## config.mk

```make
export PLATFORM = sky130hd
export DESIGN_NAME = gpio_tmr_bank
export DESIGN_NICKNAME = d
export VERILOG_FILES = /design/src/rtl/gpio_bank_pkg.sv /design/src/rtl/gpio_in_sync.sv /design/src/rtl/gpio_pin_group.sv /design/src/rtl/gpio_tmr_bank.sv
export SDC_FILE = /design/constraint.sdc
export NUM_CORES = 1
export LEC_CHECK = 0
export BUFFER_PORTS_ARGS = -buffer_cell sky130_fd_sc_hd__buf_2
export CAP_MARGIN = 20
export CORE_MARGIN = 2
export CORE_UTILIZATION = 51
export CTS_CLUSTER_SIZE = 24
export DETAILED_ROUTE_END_ITERATION = 12
export PLACE_DENSITY = 0.79
export SLEW_MARGIN = 20
export SYNTH_ARGS = -nofsm -noshare
export SYNTH_HDL_FRONTEND = slang
export SYNTH_SLANG_ARGS = --single-unit
```

## constraint.sdc

```tcl
create_clock -name clk -period 1.95 [get_ports clk]
set_input_delay 0 -clock clk [delete_from_list [all_inputs] [get_ports clk]]
set_output_delay 0 -clock clk [all_outputs]
set_load 0.005 [all_outputs]
```

## src/rtl/gpio_bank_pkg.sv

```systemverilog
package gpio_bank_pkg;
  localparam int NIB_W  = 4;
  localparam int ADDR_W = 4;
  localparam int SEL_W  = $clog2(NIB_W);

  typedef enum logic [1:0] {
    PORT_A    = 2'd0,
    PORT_B    = 2'd1,
    PORT_C    = 2'd2,
    PORT_NONE = 2'd3
  } port_e;

  typedef enum logic [1:0] {
    REG_DATA = 2'd0,
    REG_DIR  = 2'd1,
    REG_PULL = 2'd2,
    REG_NONE = 2'd3
  } reg_e;

  typedef struct packed {
    logic lat;
    logic dir;
    logic pull;
  } wr_sel_t;
endpackage

```

## src/rtl/gpio_in_sync.sv

```systemverilog
module gpio_in_sync #(
  parameter int W      = 4,
  parameter int STAGES = 2
) (
  input  logic         clk,
  input  logic         rst_n,
  input  logic [W-1:0] d,
  output logic [W-1:0] q
);
  logic [W-1:0] stage_q [STAGES];

  always_ff @(posedge clk or negedge rst_n) begin
    if (!rst_n) begin
      for (int s = 0; s < STAGES; s++) stage_q[s] <= '0;
    end else begin
      stage_q[0] <= d;
      for (int s = 1; s < STAGES; s++) stage_q[s] <= stage_q[s-1];
    end
  end

  assign q = stage_q[STAGES-1];
endmodule

```

## src/rtl/gpio_pin_group.sv

```systemverilog
module gpio_pin_group
  import gpio_bank_pkg::*;
#(
  parameter int W           = 4,
  parameter bit PU_PER_BIT  = 1'b0,
  parameter int SYNC_STAGES = 2
) (
  input  logic         clk,
  input  logic         rst_n,
  input  wr_sel_t      wsel,
  input  logic [W-1:0] wmask,
  input  logic [W-1:0] wdata,
  input  logic [W-1:0] tmr,
  input  logic [W-1:0] pad_in,
  output logic [W-1:0] pad_out,
  output logic [W-1:0] pad_oe,
  output logic [W-1:0] pad_pu,
  output logic [W-1:0] rd_pins,
  output logic [W-1:0] rd_dir,
  output logic [W-1:0] rd_pu
);
  localparam int PU_W = PU_PER_BIT ? W : 1;

  logic [W-1:0]    lat_q, dir_q, pin_sync, pu_vec;
  logic [PU_W-1:0] pu_q;

  gpio_in_sync #(.W(W), .STAGES(SYNC_STAGES)) u_sync (
    .clk(clk), .rst_n(rst_n), .d(pad_in), .q(pin_sync)
  );

  always_ff @(posedge clk or negedge rst_n) begin
    if (!rst_n) begin
      lat_q <= '0;
      dir_q <= '0;
      pu_q  <= '0;
    end else begin
      if (wsel.lat)  lat_q <= (lat_q & ~wmask) | (wdata & wmask);
      if (wsel.dir)  dir_q <= (dir_q & ~wmask) | (wdata & wmask);
      if (wsel.pull) pu_q  <= (pu_q & ~wmask[PU_W-1:0]) | (wdata[PU_W-1:0] & wmask[PU_W-1:0]);
    end
  end

  generate
    if (PU_PER_BIT) begin : g_pu_bit
      assign pu_vec = pu_q;
      assign rd_pu  = pu_q;
    end else begin : g_pu_grp
      assign pu_vec = {W{pu_q[0]}};
      always_comb begin
        rd_pu    = '0;
        rd_pu[0] = pu_q[0];
      end
    end
  endgenerate

  assign pad_out = dir_q & (lat_q | tmr);
  assign pad_oe  = dir_q;
  assign pad_pu  = pu_vec & ~dir_q;
  assign rd_pins = (dir_q & lat_q) | (~dir_q & pin_sync);
  assign rd_dir  = dir_q;

  // state is clear right after reset release
  a_r1_reset_clear: assert property (@(posedge clk) disable iff (!rst_n)
    $rose(rst_n) |-> (lat_q == '0 && dir_q == '0 && pu_q == '0));
  // latch changes only on a latch write
  a_r6_lat_hold: assert property (@(posedge clk) disable iff (!rst_n)
    !wsel.lat |=> $stable(lat_q));
  // direction changes only on a direction write
  a_r2_dir_hold: assert property (@(posedge clk) disable iff (!rst_n)
    !wsel.dir |=> $stable(dir_q));
  // pull-up control changes only on a pull-up write
  a_r4_pu_hold: assert property (@(posedge clk) disable iff (!rst_n)
    !wsel.pull |=> $stable(pu_q));
endmodule

```

## src/rtl/gpio_tmr_bank.sv

```systemverilog
module gpio_tmr_bank
  import gpio_bank_pkg::*;
#(
  parameter int TMR_N       = 3,
  parameter int SYNC_STAGES = 2
) (
  input  logic                clk,
  input  logic                rst_n,
  input  logic                req_valid,
  output logic                req_ready,
  input  logic                req_write,
  input  logic [ADDR_W-1:0]   req_addr,
  input  logic                req_bit,
  input  logic [SEL_W-1:0]    req_bit_sel,
  input  logic [NIB_W-1:0]    req_wdata,
  output logic                rsp_valid,
  output logic [NIB_W-1:0]    rsp_rdata,
  input  logic [TMR_N-1:0]    tmr_wave,
  input  logic [NIB_W-1:0]    pad_a_in,
  output logic [NIB_W-1:0]    pad_a_out,
  output logic [NIB_W-1:0]    pad_a_oe,
  output logic [NIB_W-1:0]    pad_a_pu,
  input  logic [NIB_W-1:0]    pad_b_in,
  output logic [NIB_W-1:0]    pad_b_out,
  output logic [NIB_W-1:0]    pad_b_oe,
  output logic [NIB_W-1:0]    pad_b_pu,
  input  logic                pad_c_in,
  output logic                pad_c_out,
  output logic                pad_c_oe,
  output logic                pad_c_pu
);
  port_e            psel;
  reg_e             rsel;
  logic [NIB_W-1:0] lane_mask, lane_data, tmr_a, rd_nib, rd_val;
  wr_sel_t          ws_a, ws_b, ws_c;
  logic [NIB_W-1:0] a_pins, a_dir, a_pu, b_pins, b_dir, b_pu;
  logic [0:0]       c_pins, c_dir, c_pu;
  logic             rd_go;

  assign req_ready = 1'b1;
  assign psel  = port_e'(req_addr[3:2]);
  assign rsel  = reg_e'(req_addr[1:0]);
  assign rd_go = req_valid && !req_write;

  assign lane_mask = req_bit ? (NIB_W'(1) << req_bit_sel) : {NIB_W{1'b1}};
  assign lane_data = req_bit ? {NIB_W{req_wdata[0]}} : req_wdata;

  always_comb begin
    tmr_a = '0;
    for (int i = 0; i < TMR_N; i++) tmr_a[i] = tmr_wave[i];
  end

  function automatic wr_sel_t decode_wr(input logic hit, input reg_e r);
    wr_sel_t w;
    w.lat  = hit && (r == REG_DATA);
    w.dir  = hit && (r == REG_DIR);
    w.pull = hit && (r == REG_PULL);
    return w;
  endfunction

  always_comb begin
    ws_a = decode_wr(req_valid && req_write && psel == PORT_A, rsel);
    ws_b = decode_wr(req_valid && req_write && psel == PORT_B, rsel);
    ws_c = decode_wr(req_valid && req_write && psel == PORT_C, rsel);
  end

  gpio_pin_group #(.W(NIB_W), .PU_PER_BIT(1'b0), .SYNC_STAGES(SYNC_STAGES)) u_port_a (
    .clk(clk), .rst_n(rst_n), .wsel(ws_a), .wmask(lane_mask), .wdata(lane_data),
    .tmr(tmr_a), .pad_in(pad_a_in), .pad_out(pad_a_out), .pad_oe(pad_a_oe),
    .pad_pu(pad_a_pu), .rd_pins(a_pins), .rd_dir(a_dir), .rd_pu(a_pu)
  );

  gpio_pin_group #(.W(NIB_W), .PU_PER_BIT(1'b0), .SYNC_STAGES(SYNC_STAGES)) u_port_b (
    .clk(clk), .rst_n(rst_n), .wsel(ws_b), .wmask(lane_mask), .wdata(lane_data),
    .tmr('0), .pad_in(pad_b_in), .pad_out(pad_b_out), .pad_oe(pad_b_oe),
    .pad_pu(pad_b_pu), .rd_pins(b_pins), .rd_dir(b_dir), .rd_pu(b_pu)
  );

  gpio_pin_group #(.W(1), .PU_PER_BIT(1'b1), .SYNC_STAGES(SYNC_STAGES)) u_port_c (
    .clk(clk), .rst_n(rst_n), .wsel(ws_c), .wmask(lane_mask[0:0]), .wdata(lane_data[0:0]),
    .tmr(1'b0), .pad_in(pad_c_in), .pad_out(pad_c_out), .pad_oe(pad_c_oe),
    .pad_pu(pad_c_pu), .rd_pins(c_pins), .rd_dir(c_dir), .rd_pu(c_pu)
  );

  always_comb begin
    rd_nib = '0;
    case (psel)
      PORT_A: case (rsel)
        REG_DATA: rd_nib = a_pins;
        REG_DIR:  rd_nib = a_dir;
        REG_PULL: rd_nib = a_pu;
        default:  rd_nib = '0;
      endcase
      PORT_B: case (rsel)
        REG_DATA: rd_nib = b_pins;
        REG_DIR:  rd_nib = b_dir;
        REG_PULL: rd_nib = b_pu;
        default:  rd_nib = '0;
      endcase
      PORT_C: case (rsel)
        REG_DATA: rd_nib = {{(NIB_W-1){1'b0}}, c_pins};
        REG_DIR:  rd_nib = {{(NIB_W-1){1'b0}}, c_dir};
        REG_PULL: rd_nib = {{(NIB_W-1){1'b0}}, c_pu};
        default:  rd_nib = '0;
      endcase
      default: rd_nib = '0;
    endcase
    rd_val = req_bit ? {{(NIB_W-1){1'b0}}, rd_nib[req_bit_sel]} : rd_nib;
  end

  always_ff @(posedge clk or negedge rst_n) begin
    if (!rst_n) begin
      rsp_valid <= 1'b0;
      rsp_rdata <= '0;
    end else begin
      rsp_valid <= rd_go;
      rsp_rdata <= rd_go ? rd_val : '0;
    end
  end

  // every accepted read yields a response next cycle
  a_r8_read_responds: assert property (@(posedge clk) disable iff (!rst_n)
    rd_go |=> rsp_valid);
  // no response without a read
  a_r8_no_spurious_rsp: assert property (@(posedge clk) disable iff (!rst_n)
    !rd_go |=> !rsp_valid);
  // a driven-low timer pin in output mode implies the wave is low
  a_r3_timer_low: assert property (@(posedge clk) disable iff (!rst_n)
    (pad_a_oe[0] && !pad_a_out[0]) |-> !tmr_a[0]);
endmodule

```

==> out/qor.yml <==
die:
  coreArea_mm2: 0.00400
  placementRows: 23
  start_util_pct: 52.7
  io_pins: 60
  die_area_mm2: 0.00466
  fp.dieW_um: 68.3
  die-height_um: 68.3
grt:
  track_usage_pct: 21.8
  antenna_found_initial: 0
  first_global_vias: 1500
  grt_max_degree: 27
  grt_overflow: 0
  grt_pass1_wl_um: 7200
synth:
  synth_flop_cell: "dfrtp_1"
  synth_seq_cells: 44
  syn_area_per_cell_um2: 11.1
  synth.distinct_cells: 45
  synth_area_mm2: 0.00211
  async_reset_ff_share_pct: 100
  syn_inst: 190
  syn_nets: 217
  synth_edf_count: 0
  ys.warnings.count: 0
  yosysSeqAreaShare_pct: 52.3
timing:
  finalSetupViolations: 0
  slew_violations: 0
  tightest_slew_ns: 0.517
  slew_headroom_pct: 65.1
  fin_crit_ns: 1.67
  setup-tns-final_ns: 0
  final_hold_viol_count: 0
  clock_skew_ns: 0.0102
  min_period_over_period_pct: 85.4
  rsz0062_at_grt: "no"
  max_freq_mhz: 600
place:
  port_buffers: 58
  dp_hpwl_um: 3350
  place_congestion: 0.903
cells_and_area:
  antenna_cells: 0
  areaGrowthSynthToFinish_pct: 24.8
  drive_above_1_share_pct: 35.8
  layout_common_cells: "58 x buf_2, 44 x dfrtp_1, 23 x nor2_1"
  final_common_cell: "buf_2"
  layout.nets: 287
clocking:
  cts_tree: "built"
  clock_latency_ns: 0.29
  cts_resized: 0
  cts_buffers: 5
  root_buffer: "clkbuf_8"
  clkSinkCount: 44
  postCtsSetupBuffers: 0
  cts.hold.buffers_added: 10
  cts_max_level: 2
  clock_path_buffers: 2
  cts.clk_slew.worst_paths_ns: 0.08
power:
  finalPower_mw: 2.06
  power_density_mw_per_mm2: 783
  vdd.ir_drop.worst_mv: 0.585
  p_leak_nw: 1.30
setup_path:
  cp.arrival_ns: 1.85
  startpoint_type: "flip-flop"
  path_class: "reg2reg"
  critPathCaptureType: "flip-flop"
  cp.required_ns: 2.14
  cp_max_fo: 6
flow_run:
  drv_cap: 0
drt:
  drc: 0
  routed_wirelength_um: 4570
  wl_per_cell_um: 14.7
  routed_via_density: 5.22
  drt-initial-drc-count: 77
  firstDrtPassIters: 4
  ant_nets: 0
  vias: 1617
outcome:
  status: "completed"
hold_path:
  hp-class: "in2reg"
-- final timing paths --
kind,slack (ns),cells past startpoint,to,start
worst max-delay path,0.28,4,rsp_rdata[0]$_DFF_PN0_,flip-flop
worst min-delay path,0.05,2,rsp_valid$_DFF_PN0_,req_valid
worst max register to register,0.28,4,rsp_rdata[0]$_DFF_PN0_,flip-flop
worst min register to register,0.34,0,u_port_a.u_sync.q[0]$_DFF_PN0_,u_port_a.u_sync.stage_q[4]$_DFF_PN0_
max in group asynchronous,1.09,3,u_port_b.u_sync.q[1]$_DFF_PN0_,rst_n
min in group asynchronous,0.17,2,u_port_a.u_sync.q[0]$_DFF_PN0_,rst_n
-- cell usage after synthesis, types with 2 or more instances --
cell type  instances  share of area [%]
nor3_1             2               0.48
nand3_1            2               0.48
clkbuf_1           3               0.53
nand2b_1           4                1.2
o21a_1             5                1.8
o311ai_0           2               0.83
mux2_1             4                2.1
inv_1              7                1.2
nand2_1           11                2.0
and2_1             6                1.8
nor2b_1           13                3.9
buf_4              2               0.71
a21boi_0           2               0.71
o21ai_0            9                2.1
dfrtp_1           44                 52
nor2_1            23                4.1
mux2i_1            6                2.9
mux2_2            17                9.1
a21oi_1            2               0.48
-- per-layer routing --
metal  vias up  global-route usage (%)  share of wire, %
li1        795                       -                 -
met1       753                    29.8                44
met2        61                    33.0                48
met3         8                    5.92               5.9
met4         0                    8.75               2.0
met5         -                       0                 0
-- power by group --
group / switching, mW / internal [mW]
clock network: 0.285 / 0.315
registers: 0.0877 / 1.00
logic: 0.171 / 0.198
total: 0.544 / 1.51
-- per-stage QoR --
stage	util (%)	std cells	area, um^2	setup slack [ns]	hold WS (ns)
CTS	65.7	310	2630	0.257	0.0323
global placement	60.8	293	2430	0.332	-0.0467
global route	65.7	310	2630	0.220	0.0498
finish	65.7	310	2630	0.284	0.0497
floorplan	-	190	2110	0.376	-0.296
detailed placement	60.8	293	2430	0.268	-0.0357
-- critical path, cell delays in order (launching register included) --
cell	delay (ns)
dfrtp_1	0.42
or3b_2	0.48
a21oi_1	0.14
o221ai_1	0.15
a2111oi_2	0.37
-- layout make-up --
| class | count | area [um^2] |
|---|---|---|
| Tap cell | 50 | 62.6 |
| Sequential cell | 44 | 1100 |
| Inverter | 7 | 26.3 |
| Fill cell | 314 | 1370 |
| Timing Repair Buffer | 70 | 405 |
| Multi-Input combinational cell | 132 | 938 |
| Clock buffer | 7 | 96.3 |
-- cell families (layout without fill, tap and decap cells) --
kind of cell | after synthesis | after routing | share of synthesized area, %
other cells | 1 | 1 | 0.178
mux | 27 | 27 | 14.1
simple gates | 76 | 76 | 19.8
flops | 44 | 44 | 52.3
compound gates | 28 | 28 | 10.5
buf+inv | 14 | 84 | 3.21
No activity file was read; power rests on OpenSTA's default activity.
